--- config.mk ---
export PLATFORM = sky130hd
export DESIGN_NAME = calendarCounter
export DESIGN_NICKNAME = d
export VERILOG_FILES = /design/src/rtl/calPkg.sv /design/src/rtl/calCtrl.sv /design/src/rtl/calData.sv /design/src/rtl/calendarCounter.sv
export SDC_FILE = /design/constraint.sdc
export NUM_CORES = 1
export LEC_CHECK = 0
export ABC_AREA = 1
export BUFFER_PORTS_ARGS = -buffer_cell sky130_fd_sc_hd__buf_2
export CAP_MARGIN = 10
export CORE_MARGIN = 1.5
export CORE_UTILIZATION = 40
export CTS_CLUSTER_SIZE = 25
export DETAILED_ROUTE_END_ITERATION = 10
export PLACE_DENSITY = 0.7
export SLEW_MARGIN = 20
export SYNTH_ARGS = -nofsm -noshare
export SYNTH_HDL_FRONTEND = slang
export SYNTH_HIERARCHICAL = 1
export SYNTH_SLANG_ARGS = --single-unit
--- constraint.sdc ---
create_clock -name clk -period 3.6 [get_ports clk]
set_clock_uncertainty 0.15 [all_clocks]
set_input_delay 0.72 -clock clk [delete_from_list [all_inputs] [get_ports clk]]
set_output_delay 0.72 -clock clk [all_outputs]
set_load 0.02 [all_outputs]
--- src/rtl/calPkg.sv ---
package calPkg;
  localparam int SEC_W  = 6;
  localparam int MIN_W  = 6;
  localparam int HOUR_W = 5;
  localparam int DAY_W  = 5;
  localparam int MON_W  = 4;

  localparam int SEC_LAST  = 59;
  localparam int MIN_LAST  = 59;
  localparam int HOUR_LAST = 23;
  localparam int MON_LAST  = 12;

  typedef struct packed {
    logic load;
    logic stepSec;
    logic stepMin;
    logic stepHour;
    logic stepDay;
    logic stepMon;
    logic stepYear;
    logic wrapSec;
    logic wrapMin;
    logic wrapHour;
    logic wrapDay;
    logic wrapMon;
  } calStrobeT;
endpackage

--- src/rtl/calCtrl.sv ---
module calCtrl
  import calPkg::*;
#(
  parameter int YEAR_W    = 6,
  parameter int BASE_YEAR = 2000
) (
  input  logic               tick,
  input  logic               loadEn,
  input  logic [SEC_W-1:0]   secQ,
  input  logic [MIN_W-1:0]   minQ,
  input  logic [HOUR_W-1:0]  hourQ,
  input  logic [DAY_W-1:0]   dayQ,
  input  logic [MON_W-1:0]   monQ,
  input  logic [YEAR_W-1:0]  yearQ,
  output calStrobeT          st
);
  logic              isLeap;
  logic [DAY_W-1:0]  lastDay;
  logic secEnd, minEnd, hourEnd, dayEnd, monEnd;

  // leap-year rule applied to the full year number
  always_comb begin
    int fullYear;
    fullYear = BASE_YEAR + int'(yearQ);
    isLeap = ((fullYear % 4 == 0) && (fullYear % 100 != 0)) || (fullYear % 400 == 0);
  end

  always_comb begin
    case (monQ)
      MON_W'(4), MON_W'(6), MON_W'(9), MON_W'(11): lastDay = DAY_W'(30);
      MON_W'(2):                                   lastDay = isLeap ? DAY_W'(29) : DAY_W'(28);
      default:                                     lastDay = DAY_W'(31);
    endcase
  end

  // ">=" so that an out-of-range loaded value still rolls over
  assign secEnd  = secQ  >= SEC_W'(SEC_LAST);
  assign minEnd  = minQ  >= MIN_W'(MIN_LAST);
  assign hourEnd = hourQ >= HOUR_W'(HOUR_LAST);
  assign dayEnd  = dayQ  >= lastDay;
  assign monEnd  = monQ  >= MON_W'(MON_LAST);

  // carry chain; a load suppresses every step
  always_comb begin
    st          = '0;
    st.load     = loadEn;
    st.stepSec  = tick & ~loadEn;
    st.wrapSec  = st.stepSec & secEnd;
    st.stepMin  = st.wrapSec;
    st.wrapMin  = st.stepMin & minEnd;
    st.stepHour = st.wrapMin;
    st.wrapHour = st.stepHour & hourEnd;
    st.stepDay  = st.wrapHour;
    st.wrapDay  = st.stepDay & dayEnd;
    st.stepMon  = st.wrapDay;
    st.wrapMon  = st.stepMon & monEnd;
    st.stepYear = st.wrapMon;
  end
endmodule

--- src/rtl/calData.sv ---
module calData
  import calPkg::*;
#(
  parameter int YEAR_W         = 6,
  parameter int RESET_YEAR_OFS = 17
) (
  input  logic               clk,
  input  logic               rstN,
  input  calStrobeT          st,
  input  logic [SEC_W-1:0]   loadSec,
  input  logic [MIN_W-1:0]   loadMin,
  input  logic [HOUR_W-1:0]  loadHour,
  input  logic [DAY_W-1:0]   loadDay,
  input  logic [MON_W-1:0]   loadMon,
  input  logic [YEAR_W-1:0]  loadYear,
  output logic [SEC_W-1:0]   secQ,
  output logic [MIN_W-1:0]   minQ,
  output logic [HOUR_W-1:0]  hourQ,
  output logic [DAY_W-1:0]   dayQ,
  output logic [MON_W-1:0]   monQ,
  output logic [YEAR_W-1:0]  yearQ
);
  always_ff @(posedge clk or negedge rstN) begin
    if (!rstN) begin
      secQ  <= '0;
      minQ  <= '0;
      hourQ <= '0;
      dayQ  <= DAY_W'(1);
      monQ  <= MON_W'(1);
      yearQ <= YEAR_W'(RESET_YEAR_OFS);
    end else if (st.load) begin
      secQ  <= loadSec;
      minQ  <= loadMin;
      hourQ <= loadHour;
      dayQ  <= loadDay;
      monQ  <= loadMon;
      yearQ <= loadYear;
    end else begin
      if (st.stepSec)  secQ  <= st.wrapSec  ? '0         : secQ  + 1'b1;
      if (st.stepMin)  minQ  <= st.wrapMin  ? '0         : minQ  + 1'b1;
      if (st.stepHour) hourQ <= st.wrapHour ? '0         : hourQ + 1'b1;
      if (st.stepDay)  dayQ  <= st.wrapDay  ? DAY_W'(1)  : dayQ  + 1'b1;
      if (st.stepMon)  monQ  <= st.wrapMon  ? MON_W'(1)  : monQ  + 1'b1;
      if (st.stepYear) yearQ <= yearQ + 1'b1;
    end
  end

  p_sec_wrap_r1: assert property (@(posedge clk) disable iff (!rstN)
    (st.stepSec && secQ == SEC_W'(SEC_LAST)) |=> secQ == '0);

  p_hour_wrap_r3: assert property (@(posedge clk) disable iff (!rstN)
    (st.stepHour && hourQ == HOUR_W'(HOUR_LAST)) |=> hourQ == '0);

  p_day_wrap_r4: assert property (@(posedge clk) disable iff (!rstN)
    st.wrapDay |=> dayQ == DAY_W'(1));

  p_year_carry_r6: assert property (@(posedge clk) disable iff (!rstN)
    (st.stepMon && monQ == MON_W'(MON_LAST)) |=>
      (monQ == MON_W'(1) && yearQ == YEAR_W'($past(yearQ) + 1'b1)));

  p_load_r8: assert property (@(posedge clk) disable iff (!rstN)
    st.load |=> (secQ == $past(loadSec) && minQ == $past(loadMin) &&
                 hourQ == $past(loadHour) && dayQ == $past(loadDay) &&
                 monQ == $past(loadMon) && yearQ == $past(loadYear)));

  p_hold_r11: assert property (@(posedge clk) disable iff (!rstN)
    (!st.load && !st.stepSec) |=> ($stable(secQ) && $stable(minQ) && $stable(hourQ) &&
                                   $stable(dayQ) && $stable(monQ) && $stable(yearQ)));
endmodule

--- src/rtl/calendarCounter.sv ---
module calendarCounter
  import calPkg::*;
#(
  parameter int YEAR_W         = 6,
  parameter int BASE_YEAR      = 2000,
  parameter int RESET_YEAR_OFS = 17,
  localparam int SNAP_W        = YEAR_W + MON_W + DAY_W + HOUR_W + MIN_W + SEC_W
) (
  input  logic               clk,
  input  logic               rstN,
  input  logic               tick,
  input  logic               loadEn,
  input  logic [SEC_W-1:0]   loadSec,
  input  logic [MIN_W-1:0]   loadMin,
  input  logic [HOUR_W-1:0]  loadHour,
  input  logic [DAY_W-1:0]   loadDay,
  input  logic [MON_W-1:0]   loadMon,
  input  logic [YEAR_W-1:0]  loadYear,
  output logic [SEC_W-1:0]   sec,
  output logic [MIN_W-1:0]   min,
  output logic [HOUR_W-1:0]  hour,
  output logic [DAY_W-1:0]   day,
  output logic [MON_W-1:0]   mon,
  output logic [YEAR_W-1:0]  year,
  output logic [SNAP_W-1:0]  snapshot
);
  calStrobeT strobes;

  calCtrl #(.YEAR_W(YEAR_W), .BASE_YEAR(BASE_YEAR)) uCtrl (
    .tick(tick), .loadEn(loadEn),
    .secQ(sec), .minQ(min), .hourQ(hour), .dayQ(day), .monQ(mon), .yearQ(year),
    .st(strobes)
  );

  calData #(.YEAR_W(YEAR_W), .RESET_YEAR_OFS(RESET_YEAR_OFS)) uData (
    .clk(clk), .rstN(rstN), .st(strobes),
    .loadSec(loadSec), .loadMin(loadMin), .loadHour(loadHour),
    .loadDay(loadDay), .loadMon(loadMon), .loadYear(loadYear),
    .secQ(sec), .minQ(min), .hourQ(hour), .dayQ(day), .monQ(mon), .yearQ(year)
  );

  // R10 packing order
  assign snapshot = {year, mon, day, hour, min, sec};
endmodule

After elaboration in Yosys (flattened, before gate mapping)
Cells that the tools add are included.
{"block": "classes", "n_bitwise": 8, "n_reduce_logical": 13, "shift": 0, "magnitude_cmp": 5, "n_mux": 19, "addsub": 7, "n_eq_ne": 5, "n_mul": 0, "n_div": 2}
{"op": "$logic_not A32 Y1", "count": 2}
{"op": "$mux W6", "count": 8}
{"op": "$mod A32 B10 Y32 const B", "count": 1}
{"op": "$mod A32 B8 Y32 const B", "count": 1}
{"op": "$reduce_bool A32 Y1", "count": 1}
{"op": "$mux W5", "count": 6}
{"op": "$add A6 B1 Y6 const B", "count": 3}
{"op": "$add A11 B6 Y12 const A", "count": 1}
{"op": "$ge A6 B6 Y1 const B", "count": 2}
{"op": "$mux W4", "count": 3}
{"op": "$reduce_bool A2 Y1", "count": 6}
{"op": "$add A5 B1 Y5 const B", "count": 2}
{"op": "$pmux W5 S2", "count": 1}
{"op": "$eq A4 B3 Y1 const B", "count": 2}
{"op": "$eq A4 B4 Y1 const B", "count": 2}
{"op": "$and A1 B1 Y1", "count": 6}
{"op": "$ge A5 B5 Y1", "count": 1}
{"op": "$ge A5 B5 Y1 const B", "count": 1}
{"op": "$add A4 B1 Y4 const B", "count": 1}
{"op": "$eq A4 B2 Y1 const B", "count": 1}
{"op": "$ge A4 B4 Y1 const B", "count": 1}
{"op": "$reduce_or A4 Y1", "count": 1}
{"op": "$reduce_or A2 Y1", "count": 1}
{"op": "$and A1 B1 Y1 const A", "count": 1}
{"op": "other kinds (4)", "count": 4}
{"block": "word_totals", "elab_cells": 65, "register_bits": 32, "in_bits": 36, "romBits": 0, "mem_count": 0, "output_inout_bits": 64, "latchBits": 0, "mem_bits_rw": 0}

Longest topological paths before layout
Gate-level depths: netlist of the first run.
{"block": "depth", "word_depth": 14, "mapped_depth": 27, "ltp_nobuf": 26}

Cells and area by module
The synthesis of the first run kept the hierarchy.
{"mod": "calData", "cells_per_inst": 242, "n_inst": 1, "seq_area_each_um2": 805.8, "area_each_um2": 1893.1}
{"mod": "calCtrl", "cells_per_inst": 101, "n_inst": 1, "seq_area_each_um2": 0.0, "area_each_um2": 559.3}
{"mod": "calendarCounter", "cells_per_inst": 32, "n_inst": 1, "seq_area_each_um2": 0.0, "area_each_um2": 240.2}

Least setup slack after synthesis of the first run
No wires, ideal clock.
{"block": "synth_path", "path_type": "flip-flop to flip-flop", "startpoint": "reg uData.yearQ[4]", "endpoint": "reg uData.yearQ[4]", "path_slack_ns": 0.038, "setup_ns": 0.061, "arrival_time_ns": 3.351, "path_buffers": 1, "stages_incl_launch_ff": 28, "required_time_ns": 3.389, "synth_period_minus_slack_ns": 3.562, "path_cell_list": "dfstp_2 ha_1 inv_2 nand2_2 nand2_2 nand2_2 inv_2 nand3_1 nand2_1 nand2_2 inv_1 nand2_1 nand2_1 nand2_1 inv_1 nand2_1 nand2_1 a21oi_2 ha_1 inv_1 a21boi_0 o2111ai_1 nor4_2 buf_4 inv_1 nor2_2 o21ai_0 nand2_1"}
{"element": "from (decl)", "line": "calData.sv:21", "rtl": "output logic [YEAR_W-1:0] yearQ"}
{"element": "from (signal assigned)", "line": "calData.sv:30", "rtl": "yearQ <= YEAR_W'(RESET_YEAR_OFS);"}
{"element": "from (signal assigned)", "line": "calData.sv:37", "rtl": "yearQ <= loadYear;"}
{"element": "from (signal assigned)", "line": "calData.sv:44", "rtl": "if (st.stepYear) yearQ <= yearQ + 1'b1;"}

==> Implementation_results.wiki, run 1 <==
{| class="wikitable"
! Metric !! Value
|-
| Critical Path End Type || flip-flop
|-
| Count of cell types in the netlist || 35
|-
| Synthesized instance count || 375
|-
| CORE AREA || 0.00642 mm2
|-
| Fin util || between 40% and 50%
|-
| Wire length on met3 || 372 um
|-
| Top cells by area, synth || sky130_fd_sc_hd__dfrtp_1 26%, sky130_fd_sc_hd__nand2_1 13%, sky130_fd_sc_hd__buf_4 11%
|-
| Detail-routed net length per standard cell || between 10 and 15 um
|-
| Highest routing layer actually used || met4
|-
| CP Data Arrival Time || 3.39 ns
|-
| Skew-Pair Late Insertion Delay || 0.28 ns
|-
| Post-synthesis cell type with the largest combined area || sky130_fd_sc_hd__dfrtp_1
|-
| Cell with the biggest individual delay on the critical path || sky130_fd_sc_hd__dfstp_2
|-
| Headroom to the max-slew limit || 49.9%
|-
| Final hold viol count || 0
|-
| Iteration count of the initial detailed-routing pass || 7
|-
| CTS H-tree depth || 2
|-
| Number of enable flip-flop cells after synthesis || 0
|-
| IR Drop Worst-Case VDD || 0.000269 V
|-
| Result of the run || complete, but fails checks
|-
| Most repeated library cell on the critical path || sky130_fd_sc_hd__nand2_1
|-
| Clock Sinks || 32
|-
| X dimension of the die || 85.0 um
|-
| Achievable frequency || 300 MHz
|-
| Maximum number of pins on one net before global-route repair || 45
|-
| Crit-path max FO || 5
|-
| Slew Viols, Final || 0
|-
| Max Cap Viol || 0
|-
| Commonest register cell after synthesis || sky130_fd_sc_hd__dfrtp_1
|-
| Syn_nets || 421
|-
| Kind of launch point of the worst setup path || flip-flop
|-
| Final Setup Violations || 0
|-
| Critical path class || flip-flop to flip-flop
|-
| Sum of net half-perimeters after detailed placement || 4790 um
|-
| Static leakage power || 1.69 nW
|-
| Number of primary I/O pins || 100
|-
| Detail Route Antenna Nets || 0
|-
| Number of CTS-inserted buffers || 5
|-
| Commonest cells after routing, fill and taps aside || 99 x sky130_fd_sc_hd__buf_2, 90 x sky130_fd_sc_hd__nand2_1, 36 x sky130_fd_sc_hd__inv_1, 36 x sky130_fd_sc_hd__nand3_1, 27 x sky130_fd_sc_hd__dfrtp_1
|-
| Starting DRT DRC Count || 108
|-
| Vias per cell || approximately 5.1
|-
| FP Rows || 29
|-
| Die span in y || 85.0 um
|-
| Met2 wire length || 3230 um
|-
| Violations in the final reports || DRC
|-
| Initial antenna violation count || 0
|-
| Die area || 0.00723 mm2
|-
| Post-synthesis instance area || 0.00269 mm2
|-
| Post-Syn Area per Cell || 7.18 um2
|-
| Wire length reported by the detailed router || between 6000 and 7000 um
|-
| Antenna Diode Count || 0
|-
| Fin crit share || roughly 90%
|-
| Ys async rst share || 100%
|-
| Final RePlAce weighted congestion || 0.844
|-
| Slew at the pin closest to its max-slew limit || between 0.7 and 0.8 ns
|-
| Clock tree root driver cell || sky130_fd_sc_hd__clkbuf_8
|-
| Area growth from synthesis to layout || 19.2%
|-
| DRC Markers || 4
|-
| Total via count after detailed routing || ~2700
|-
| Port buffer count || 99
|-
| Ratio of cells with drive above 1 in the final layout || a little over a third
|-
| Starting utilization of the core area || 41.9%
|-
| Most common cell after layout, fill and taps aside || sky130_fd_sc_hd__buf_2
|-
| Number of global-route vias before repair || 2503
|-
| Top cell type's share of synthesized area || 26.0%
|-
| Fill cell instance count of the final layout || 651
|-
| Sequential-to-total area share from yosys stat || 29.9%
|-
| Slowest Stage Delay on Critical Path || 0.60 ns
|-
| Required time at the worst-slack endpoint || 3.66 ns
|-
| Wire length of the first global-routing pass || around 11000 um
|-
| Global router's overall resource usage || 18.0%
|-
| Number of synthesis warnings || 6
|-
| Metal1 wirelength || 2960 um
|-
| Final non-filler cell total || 525
|-
| Reg2Reg Launch Point || uData/yearQ[4]
|-
| Timing startpoint of the critical path || uData/yearQ[4]
|-
| Global-route congestion overflow total || 0
|-
| Placed cells || 514
|-
| Clock transition at path regs || 0.07 ns
|-
| Number of cell instances on the worst register-to-register path || 25
|-
| Fin crit period || about 3.3 ns
|-
| HP Class || primary input to async pin
|-
| Number of synthesized register bits || 32
|-
| TritonCTS clock tree || done
|-
| Total power per unit cell area || around 380 mW/mm2
|-
| Clock buffer depth || 2
|-
| Nets@finish || between 400 and 500
|}
-- layer usage --
layer	up-vias	track usage, %
met3	8	4.09
met2	86	32.2
met5	-	0
li1	1354	-
met4	0	4.32
met1	1254	22.0
-- synthesized netlist by cell type (3+ instances only) --
library cell               instances
sky130_fd_sc_hd__nand2_1          92
sky130_fd_sc_hd__buf_4            39
sky130_fd_sc_hd__nand3_1          39
sky130_fd_sc_hd__inv_1            38
sky130_fd_sc_hd__dfrtp_1          28
sky130_fd_sc_hd__nor2_1           21
sky130_fd_sc_hd__a22oi_1          14
sky130_fd_sc_hd__o21ai_0          13
sky130_fd_sc_hd__nand4_1          11
sky130_fd_sc_hd__ha_1             10
sky130_fd_sc_hd__a21oi_1           9
sky130_fd_sc_hd__nor2_2            9
sky130_fd_sc_hd__o21bai_1          8
sky130_fd_sc_hd__nand2_2           7
sky130_fd_sc_hd__dfstp_2           4
sky130_fd_sc_hd__inv_2             4
sky130_fd_sc_hd__buf_6             3
sky130_fd_sc_hd__o211ai_1          3
-- through the flow --
stage          setup slack, ns  cell area [um2]  setup TNS [ns]  hold WS, ns  power (mW)
2_1_floorplan           0.0378             2690               0        0.274       0.820
3_3_place_gp             0.173             3000               0        0.379       0.911
3_5_place_dp            0.0129             3000               0        0.394       0.919
4_1_cts                 0.0109             3090               0        0.387        1.21
5_1_grt                -0.0263             3210         -0.0322        0.416        1.32
6_report                 0.270             3210               0        0.358        1.23
-- path summary, 6_finish.rpt --
kind / to / slack (ns)
setup reg to reg: uData/yearQ[5] / 0.27
min in group clk: uData/monQ[0] / 0.39
hold / removal: uData/secQ[2] / 0.36
setup / recovery: uData/yearQ[5] / 0.27
max in group asynchronous: uData/yearQ[5] / 2.42
hold reg to reg: uData/monQ[0] / 0.39
-- final cells by class --
cell class,count,area (um2),area share (%)
Multi-Input combinational cell,258,1490,46.5
Sequential cell,32,807,25.1
Timing Repair Buffer,108,563,17.5
Inverter,42,163,5.07
Tap cell,77,96.3,3.00
Clock buffer,8,90.1,2.81
-- repair_timing --
| action | 4_1_cts | 5_1_grt |
|---|---|---|
| buffers inserted | 0 | 3 |
| endpoints found under the setup margin | 1 | 15 |
| hold buffers | 0 | 0 |
| gates resized for setup | 1 | 27 |
| pin swaps | 0 | 5 |
-- registers in the layout (all words and copies together) (netlist names) --
| register | count |
|---|---|
| uData/minQ | 6 |
| uData/secQ | 6 |
| uData/yearQ | 6 |
| uData/dayQ | 5 |
| uData/hourQ | 5 |
| uData/monQ | 4 |
-- power by group --
part           switching, mW  leakage [nW]  internal [mW]
Clock                  0.132        0.0455          0.156
Sequential            0.0743         0.376          0.401
Combinational          0.293          1.27          0.175
-- worst max-delay path: cells and delay by family (launching register included) --
kind                     cells  cell delay, ns
AO/OA/AOI/OAI                4            0.41
adder cells (fa/ha/maj)      2            0.51
buffers and inverters        5            0.39
flip-flops                   1            0.60
AND/OR/NAND/NOR             14            1.18
-- logic make-up after synthesis --
group / synth area share, %
simple gates: 32.6
buf+inv: 18.2
compound gates: 14.4
flops: 29.9
fa+ha+maj: 4.65
xor+xnor: 0.325
Note: power is estimated with default switching activity, not from simulation.
==> run 2: changes to the inputs <==
--- a/config.mk
+++ b/config.mk
@@ -12,7 +12,7 @@
 export CORE_UTILIZATION = 40
 export CTS_CLUSTER_SIZE = 25
 export DETAILED_ROUTE_END_ITERATION = 10
-export PLACE_DENSITY = 0.7
+export PLACE_DENSITY = 0.67
 export SLEW_MARGIN = 20
 export SYNTH_ARGS = -nofsm -noshare
 export SYNTH_HDL_FRONTEND = slang
==> constraint.sdc (replaced) <==
create_clock -name clk -period 4.2 [get_ports clk]
set_clock_uncertainty 0.15 [all_clocks]
set_input_delay 0.84 -clock clk [delete_from_list [all_inputs] [get_ports clk]]
set_output_delay 0.84 -clock clk [all_outputs]
set_load 0.02 [all_outputs]
==> run 2 against run 1 <==
The run still ends with DRC left. Worst hold slack gained 0.039 ns. Count of clock-buffer cells in the layout is the same. Flip-flop and latch count unchanged. Maximum frequency fell by 13%. Wire length shrank 2.9%. Via count is 1.4% lower. Sequential share of layout area is 1.1 points higher. Sequential power fell by 14%. Final area decreased by 4.5%. Largest cell class unchanged. Die area is the same. Highest routed layer unchanged. Critical path type unchanged.
==> Implementation_results.wiki, run 2 (synthesized netlist as in run 1, its figures left out) <==
{| class="wikitable"
! Metric !! Value
|-
| Antenna Diode Count || 0 (unchanged)
|-
| Result of the run || complete, but fails checks
|-
| Critical path class || flip-flop to flip-flop
|-
| Number of global-route vias before repair || 2481 (-0.88%)
|-
| Maximum number of pins on one net before global-route repair || 45 (unchanged)
|-
| Biggest registers after layout || uData/minQ: 6 flops, uData/secQ: 6 flops, uData/yearQ: 6 flops
|-
| Final instance area || 0.00307 mm2 (-4.5%)
|-
| Total via count after detailed routing || 2665 (-1.4%)
|-
| Number of primary I/O pins || 100 (unchanged)
|-
| DRC Markers || 1 (-3)
|-
| Kind of launch point of the worst setup path || flip-flop
|-
| Global-route congestion overflow total || 0 (unchanged)
|-
| Skew-Pair Late Insertion Delay || 0.28 ns (about the same)
|-
| Detail Route Antenna Nets || 0 (unchanged)
|-
| Detail-routed net length per standard cell || 12.4 um (-1.6%)
|-
| Headroom to the max-slew limit || 49.2% (-0.70 points)
|-
| Die span in y || 85.0 um (unchanged)
|-
| Clock transition at path regs || 0.07 ns (about the same)
|-
| Most common cell after layout, fill and taps aside || sky130_fd_sc_hd__buf_2
|-
| Violations in the final reports || DRC
|-
| CTS H-tree depth || 2 (unchanged)
|-
| Vias per cell || 5.14 (about the same)
|-
| Total power per unit cell area || 334 mW/mm2 (-13%)
|-
| Minimum setup slack after placement || 0.312 ns (+0.299 ns)
|-
| Fin crit period || 3.81 ns (+0.479 ns)
|-
| Iteration count of the initial detailed-routing pass || 7 (unchanged)
|-
| Clock Sinks || 32 (unchanged)
|-
| Commonest cells after routing, fill and taps aside || 99 x sky130_fd_sc_hd__buf_2, 92 x sky130_fd_sc_hd__nand2_1, 39 x sky130_fd_sc_hd__nand3_1
|-
| Initial antenna violation count || 0 (unchanged)
|-
| Slew at the pin closest to its max-slew limit || 0.762 ns (+0.0106 ns)
|-
| FP Rows || 29 (unchanged)
|-
| Fin crit share || 90.7% (-1.8 points)
|-
| CORE AREA || 0.00642 mm2 (unchanged)
|-
| Final RePlAce weighted congestion || 0.966 (+15%)
|-
| Final hold viol count || 0 (unchanged)
|-
| Starting DRT DRC Count || 94 (-13%)
|-
| Required time at the worst-slack endpoint || 4.27 ns (+0.61 ns)
|-
| Number of CTS-inserted buffers || 5 (unchanged)
|-
| Achievable frequency || 263 MHz (-13%)
|-
| CP Data Arrival Time || 3.88 ns (+0.49 ns)
|-
| Area growth from synthesis to layout || 13.9%
|-
| Starting utilization of the core area || 41.9% (unchanged)
|-
| Fin util || 47.7% (-2.2 points)
|-
| Ratio of cells with drive above 1 in the final layout || 31.3% (-5.1 points)
|-
| # hold bufs at CTS || 0 (unchanged)
|-
| Wire length of the first global-routing pass || 10700 um (-1.2%)
|-
| Port buffer count || 99 (unchanged)
|-
| Critical Path End Type || flip-flop
|-
| TritonCTS clock tree || done
|-
| Static leakage power || 1.65 nW (-2.5%)
|-
| Nets@finish || 486 (-1.4%)
|-
| Wire length reported by the detailed router || 6420 um (-2.9%)
|-
| Die area || 0.00723 mm2 (unchanged)
|-
| Total negative slack for setup checks || 0 ns (unchanged)
|-
| Dpl cell area || 0.00297 mm2 (-1.0%)
|-
| X dimension of the die || 85.0 um (unchanged)
|-
| Final Setup Violations || 0 (unchanged)
|-
| Total of cells resized after clock tree synthesis || 0 (-1)
|-
| Number of setup buffers added after CTS || 0 (unchanged)
|-
| Worst path setup slack after routing || 0.392 ns (+0.121 ns)
|-
| Crit-path max FO || 13 (+8)
|-
| Slew Viols, Final || 0 (unchanged)
|-
| Sum of net half-perimeters after detailed placement || 4790 um (about the same)
|-
| Max Cap Viol || 0 (unchanged)
|-
| Clock tree root driver cell || sky130_fd_sc_hd__clkbuf_8
|-
| Unrepaired setup endpoints after global routing || no
|-
| HP Class || flip-flop to flip-flop
|-
| Global router's overall resource usage || 17.9% (-0.13 points)
|-
| IR Drop Worst-Case VDD || 0.000141 V (-47%)
|-
| Clock buffer depth || 2 (unchanged)
|}
run 2: area by class of cell:
type	count	area, um2
fillers	673	3360
repair buffers	101	510
flip-flops and latches	32	806
well taps	77	96.3
inverters	42	158
clock buffers	8	90.1
multi-input cells	258	1410
run 2: layer usage:
| metal | share of wire [%] | wire (um) | GRT usage [%] | vias up |
|---|---|---|---|---|
| met5 | 0 | 0 | 0 | - |
| met4 | 1.9 | 119 | 7.15 | 0 |
| met2 | 49 | 3140 | 30.7 | 83 |
| met3 | 6.0 | 386 | 3.70 | 16 |
| met1 | 43 | 2780 | 22.0 | 1221 |
| li1 | - | - | - | 1345 |
run 2: power by group:
group	leakage, nW	internal [mW]	switching (mW)
registers	0.377	0.344	0.0650
logic	1.22	0.134	0.236
clock network	0.0455	0.134	0.112
run 2: critical path: stages (launching register included):
cell	delay, ns
sky130_fd_sc_hd__dfstp_2	0.65
sky130_fd_sc_hd__ha_1	0.32
sky130_fd_sc_hd__inv_2	0.12
sky130_fd_sc_hd__nand2_2	0.07
sky130_fd_sc_hd__nand2_2	0.07
sky130_fd_sc_hd__nand2_2	0.09
sky130_fd_sc_hd__nand2_2	0.09
sky130_fd_sc_hd__nand3_2	0.07
sky130_fd_sc_hd__nor2_1	0.17
sky130_fd_sc_hd__a21oi_2	0.07
sky130_fd_sc_hd__nand3b_1	0.10
sky130_fd_sc_hd__nand2_1	0.06
sky130_fd_sc_hd__inv_1	0.04
sky130_fd_sc_hd__nand2_1	0.04
sky130_fd_sc_hd__nand2_1	0.07
sky130_fd_sc_hd__a21oi_2	0.05
sky130_fd_sc_hd__ha_1	0.26
sky130_fd_sc_hd__inv_1	0.03
sky130_fd_sc_hd__a21boi_0	0.17
sky130_fd_sc_hd__o2111ai_1	0.20
sky130_fd_sc_hd__nor4_4	0.40
sky130_fd_sc_hd__inv_1	0.09
sky130_fd_sc_hd__nor2_2	0.18
sky130_fd_sc_hd__o21ai_0	0.12
sky130_fd_sc_hd__nand2_1	0.07
run 2: path summary, 6_finish.rpt:
check / cells past startpoint / start / slack, ns / end
setup / recovery: 24 / uData/yearQ[4] / 0.39 / uData/yearQ[4]
hold / removal: 2 / uData/monQ[0] / 0.40 / uData/monQ[0]
setup reg to reg: 24 / uData/yearQ[4] / 0.39 / uData/yearQ[4]
hold reg to reg: 2 / uData/monQ[0] / 0.40 / uData/monQ[0]
max in group asynchronous: 1 / rstN / 2.94 / uData/yearQ[5]
min in group asynchronous: 1 / rstN / 0.48 / uData/secQ[1]
run 2: through the flow:
step                      power [mW]  hold slack (ns)  instances
after detailed placement       0.784            0.389        510
final                           1.02            0.397        518
after global routing            1.10            0.427        518
after CTS                       1.04            0.399        518
after global placement         0.777            0.386        510
after floorplan                0.703            0.394        375
==> run 3: changes to the inputs <==
--- a/config.mk
+++ b/config.mk
@@ -12,6 +12,7 @@
 export CORE_UTILIZATION = 40
 export CTS_CLUSTER_SIZE = 25
 export DETAILED_ROUTE_END_ITERATION = 10
+export MAX_ROUTING_LAYER = met4
 export PLACE_DENSITY = 0.67
 export SLEW_MARGIN = 20
 export SYNTH_ARGS = -nofsm -noshare
==> run 3 against run 2 <==
The flow still finishes with violations (DRC). Largest power group unchanged. Final cell count unchanged. Wire length decreased by 0.14%. Critical path type unchanged. Flip-flop and latch count unchanged. Highest routed layer unchanged. Worst hold slack got worse by 0.00065 ns.
==> Implementation_results.wiki, run 3 (synthesized netlist as in run 1, its figures left out) <==
{| class="wikitable"
! Metric !! Value
|-
| Total power per unit cell area || 334 mW/mm2 (about the same)
|-
| Wire length reported by the detailed router || 6410 um (-0.14%)
|-
| Clock tree root driver cell || sky130_fd_sc_hd__clkbuf_8
|-
| Clock Sinks || 32 (unchanged)
|-
| Number of primary I/O pins || 100 (unchanged)
|-
| Skew-Pair Late Insertion Delay || 0.28 ns (about the same)
|-
| Total via count after detailed routing || 2648 (-0.64%)
|-
| X dimension of the die || 85.0 um (unchanged)
|-
| Fin crit share || 90.8% (+0.14 points)
|-
| Initial antenna violation count || 0 (unchanged)
|-
| Headroom to the max-slew limit || 49.4% (+0.16 points)
|-
| Power share of the sequential group || 39.9% (about the same)
|-
| CTS H-tree depth || 2 (unchanged)
|-
| Detail-routed net length per standard cell || 12.4 um (-0.14%)
|-
| Antenna Diode Count || 0 (unchanged)
|-
| Commonest cells after routing, fill and taps aside || 99 x sky130_fd_sc_hd__buf_2, 92 x sky130_fd_sc_hd__nand2_1, 39 x sky130_fd_sc_hd__nand3_1
|-
| FP Rows || 29 (unchanged)
|-
| Fin crit period || 3.81 ns (+0.00587 ns)
|-
| # hold bufs at CTS || 0 (unchanged)
|-
| Unrepaired setup endpoints after global routing || no
|-
| Sum of net half-perimeters after detailed placement || 4790 um (unchanged)
|-
| CP Data Arrival Time || 3.88 ns (about the same)
|-
| Worst-case register-to-register setup slack || 0.39 ns (about the same)
|-
| Number of cell instances on the worst register-to-register path || 24 (unchanged)
|-
| Fin util || 47.7% (unchanged)
|-
| Final hold viol count || 0 (unchanged)
|-
| Starting utilization of the core area || 41.9% (unchanged)
|-
| Iteration count of the initial detailed-routing pass || 8 (+1)
|-
| Slew Viols, Final || 0 (unchanged)
|-
| Crit-path max FO || 13 (unchanged)
|-
| Vias per cell || 5.11 (-0.64%)
|-
| Proportion of power drawn by combinational gates || 36.1% (about the same)
|-
| Achievable frequency || 262 MHz (-0.15%)
|-
| Total negative slack for setup checks || 0 ns (unchanged)
|-
| Required time at the worst-slack endpoint || 4.27 ns (about the same)
|-
| Slew at the pin closest to its max-slew limit || 0.759 ns (-0.00238 ns)
|-
| IR Drop Worst-Case VDD || 0.000141 V (about the same)
|-
| Internal power contribution || 0.612 mW (about the same)
|-
| Kind of launch point of the worst setup path || flip-flop
|-
| Number of global-route vias before repair || 2480 (-0.040%)
|-
| Final Setup Violations || 0 (unchanged)
|-
| Critical Path End Type || flip-flop
|-
| Wire length of the first global-routing pass || 10700 um (unchanged)
|-
| Violations in the final reports || DRC
|-
| Critical path class || flip-flop to flip-flop
|-
| Switching Share || 40.3% (about the same)
|-
| HP Class || flip-flop to flip-flop
|-
| Clock transition at path regs || 0.07 ns (about the same)
|-
| Nets@finish || 486 (unchanged)
|-
| Static leakage power || 1.65 nW (unchanged)
|-
| Total of cells resized after clock tree synthesis || 0 (unchanged)
|-
| CORE AREA || 0.00642 mm2 (unchanged)
|-
| Starting DRT DRC Count || 96 (+2.1%)
|-
| Final RePlAce weighted congestion || 0.984 (+1.9%)
|-
| Capture instance of the worst register-to-register path || uData/yearQ[4]
|-
| Area growth from synthesis to layout || 13.9% (unchanged)
|-
| Maximum number of pins on one net before global-route repair || 45 (unchanged)
|-
| Die area || 0.00723 mm2 (unchanged)
|-
| Global router's overall resource usage || 18.5% (+0.54 points)
|-
| Clock power frac || 24.0% (about the same)
|-
| Biggest registers after layout || uData/minQ: 6 flops, uData/secQ: 6 flops, uData/yearQ: 6 flops
|-
| Detail Route Antenna Nets || 0 (unchanged)
|-
| DRC Markers || 1 (unchanged)
|-
| Global-route congestion overflow total || 0 (unchanged)
|-
| Result of the run || complete, but fails checks
|-
| Timing startpoint of the critical path || uData/yearQ[4]
|-
| Die span in y || 85.0 um (unchanged)
|-
| Worst setup path endpoint || uData/yearQ[4]
|-
| Number of setup buffers added after CTS || 0 (unchanged)
|-
| Reg2Reg Launch Point || uData/yearQ[4]
|-
| Port buffer count || 99 (unchanged)
|-
| Number of CTS-inserted buffers || 5 (unchanged)
|-
| Ratio of cells with drive above 1 in the final layout || 31.3% (unchanged)
|-
| Max Cap Viol || 0 (unchanged)
|-
| Psw || 0.413 mW (about the same)
|-
| Clock buffer depth || 2 (unchanged)
|-
| TritonCTS clock tree || done
|-
| Most common cell after layout, fill and taps aside || sky130_fd_sc_hd__buf_2
|}
run 3: cell counts in the layout (fill, tap and decap cells not counted):
No cell type changed its count.
run 3: per-stage QoR:
step	std cells	instance area, um2	setup WS [ns]	power (mW)	hold WS (ns)
floorplan	375	2690	0.638	0.703	0.394
global placement	510	2970	0.493	0.777	0.386
detailed placement	510	2970	0.312	0.784	0.389
CTS	518	3060	0.286	1.04	0.399
global route	518	3070	0.0186	1.10	0.427
finish	518	3070	0.386	1.02	0.396
run 3: how the worst min path moves through the flow:
stage | startpoint | to | cells past startpoint
finish | uData/monQ[0] | uData/monQ[0] | 2
global route | uData/monQ[0] | uData/monQ[0] | 2
CTS | uData/monQ[0] | uData/monQ[0] | 2
detailed placement | uData/yearQ[0] | uData/yearQ[0] | 2
global placement | uData/monQ[0] | uData/monQ[0] | 2
floorplan | rstN | uData/dayQ[1] | 0
run 3: final cells by class:
type,instances,area (um2)
clock buffer,8,90.1
fill,673,3360
inverter,42,158
multi-input combinational,258,1410
sequential,32,806
tap,77,96.3
timing repair buffer,101,510
run 3: power by group through the flow:
stage	clock network [mW]	logic, mW	registers (mW)
2_1_floorplan	0	0.260	0.442
3_5_place_dp	0	0.369	0.415
6_report	0.246	0.369	0.409
4_1_cts	0.256	0.370	0.409
5_1_grt	0.268	0.409	0.419
3_3_place_gp	0	0.363	0.414
run 3: routing by layer:
layer  part of all wire [%]  vias to the layer above  routed length (um)  GRT usage [%]
met5                      0                        -                   0              -
met4                    1.7                        0                 106           7.15
met3                    5.7                       14                 365           3.70
met2                     49                       77                3160           30.7
met1                     43                     1214                2780           22.0
li1                       -                     1343                   -              -
run 3: worst max-delay path, cell delays in order, from the launching register on:
cell and delay [ns]:
sky130_fd_sc_hd__dfstp_2 0.65, sky130_fd_sc_hd__ha_1 0.32, sky130_fd_sc_hd__inv_2 0.12, sky130_fd_sc_hd__nand2_2 0.07, sky130_fd_sc_hd__nand2_2 0.07, sky130_fd_sc_hd__nand2_2 0.09
sky130_fd_sc_hd__nand2_2 0.09, sky130_fd_sc_hd__nand3_2 0.07, sky130_fd_sc_hd__nor2_1 0.17, sky130_fd_sc_hd__a21oi_2 0.07, sky130_fd_sc_hd__nand3b_1 0.10, sky130_fd_sc_hd__nand2_1 0.06
sky130_fd_sc_hd__inv_1 0.04, sky130_fd_sc_hd__nand2_1 0.04, sky130_fd_sc_hd__nand2_1 0.07, sky130_fd_sc_hd__a21oi_2 0.05, sky130_fd_sc_hd__ha_1 0.26, sky130_fd_sc_hd__inv_1 0.03
sky130_fd_sc_hd__a21boi_0 0.16, sky130_fd_sc_hd__o2111ai_1 0.20, sky130_fd_sc_hd__nor4_4 0.40, sky130_fd_sc_hd__inv_1 0.09, sky130_fd_sc_hd__nor2_2 0.18, sky130_fd_sc_hd__o21ai_0 0.12
sky130_fd_sc_hd__nand2_1 0.07
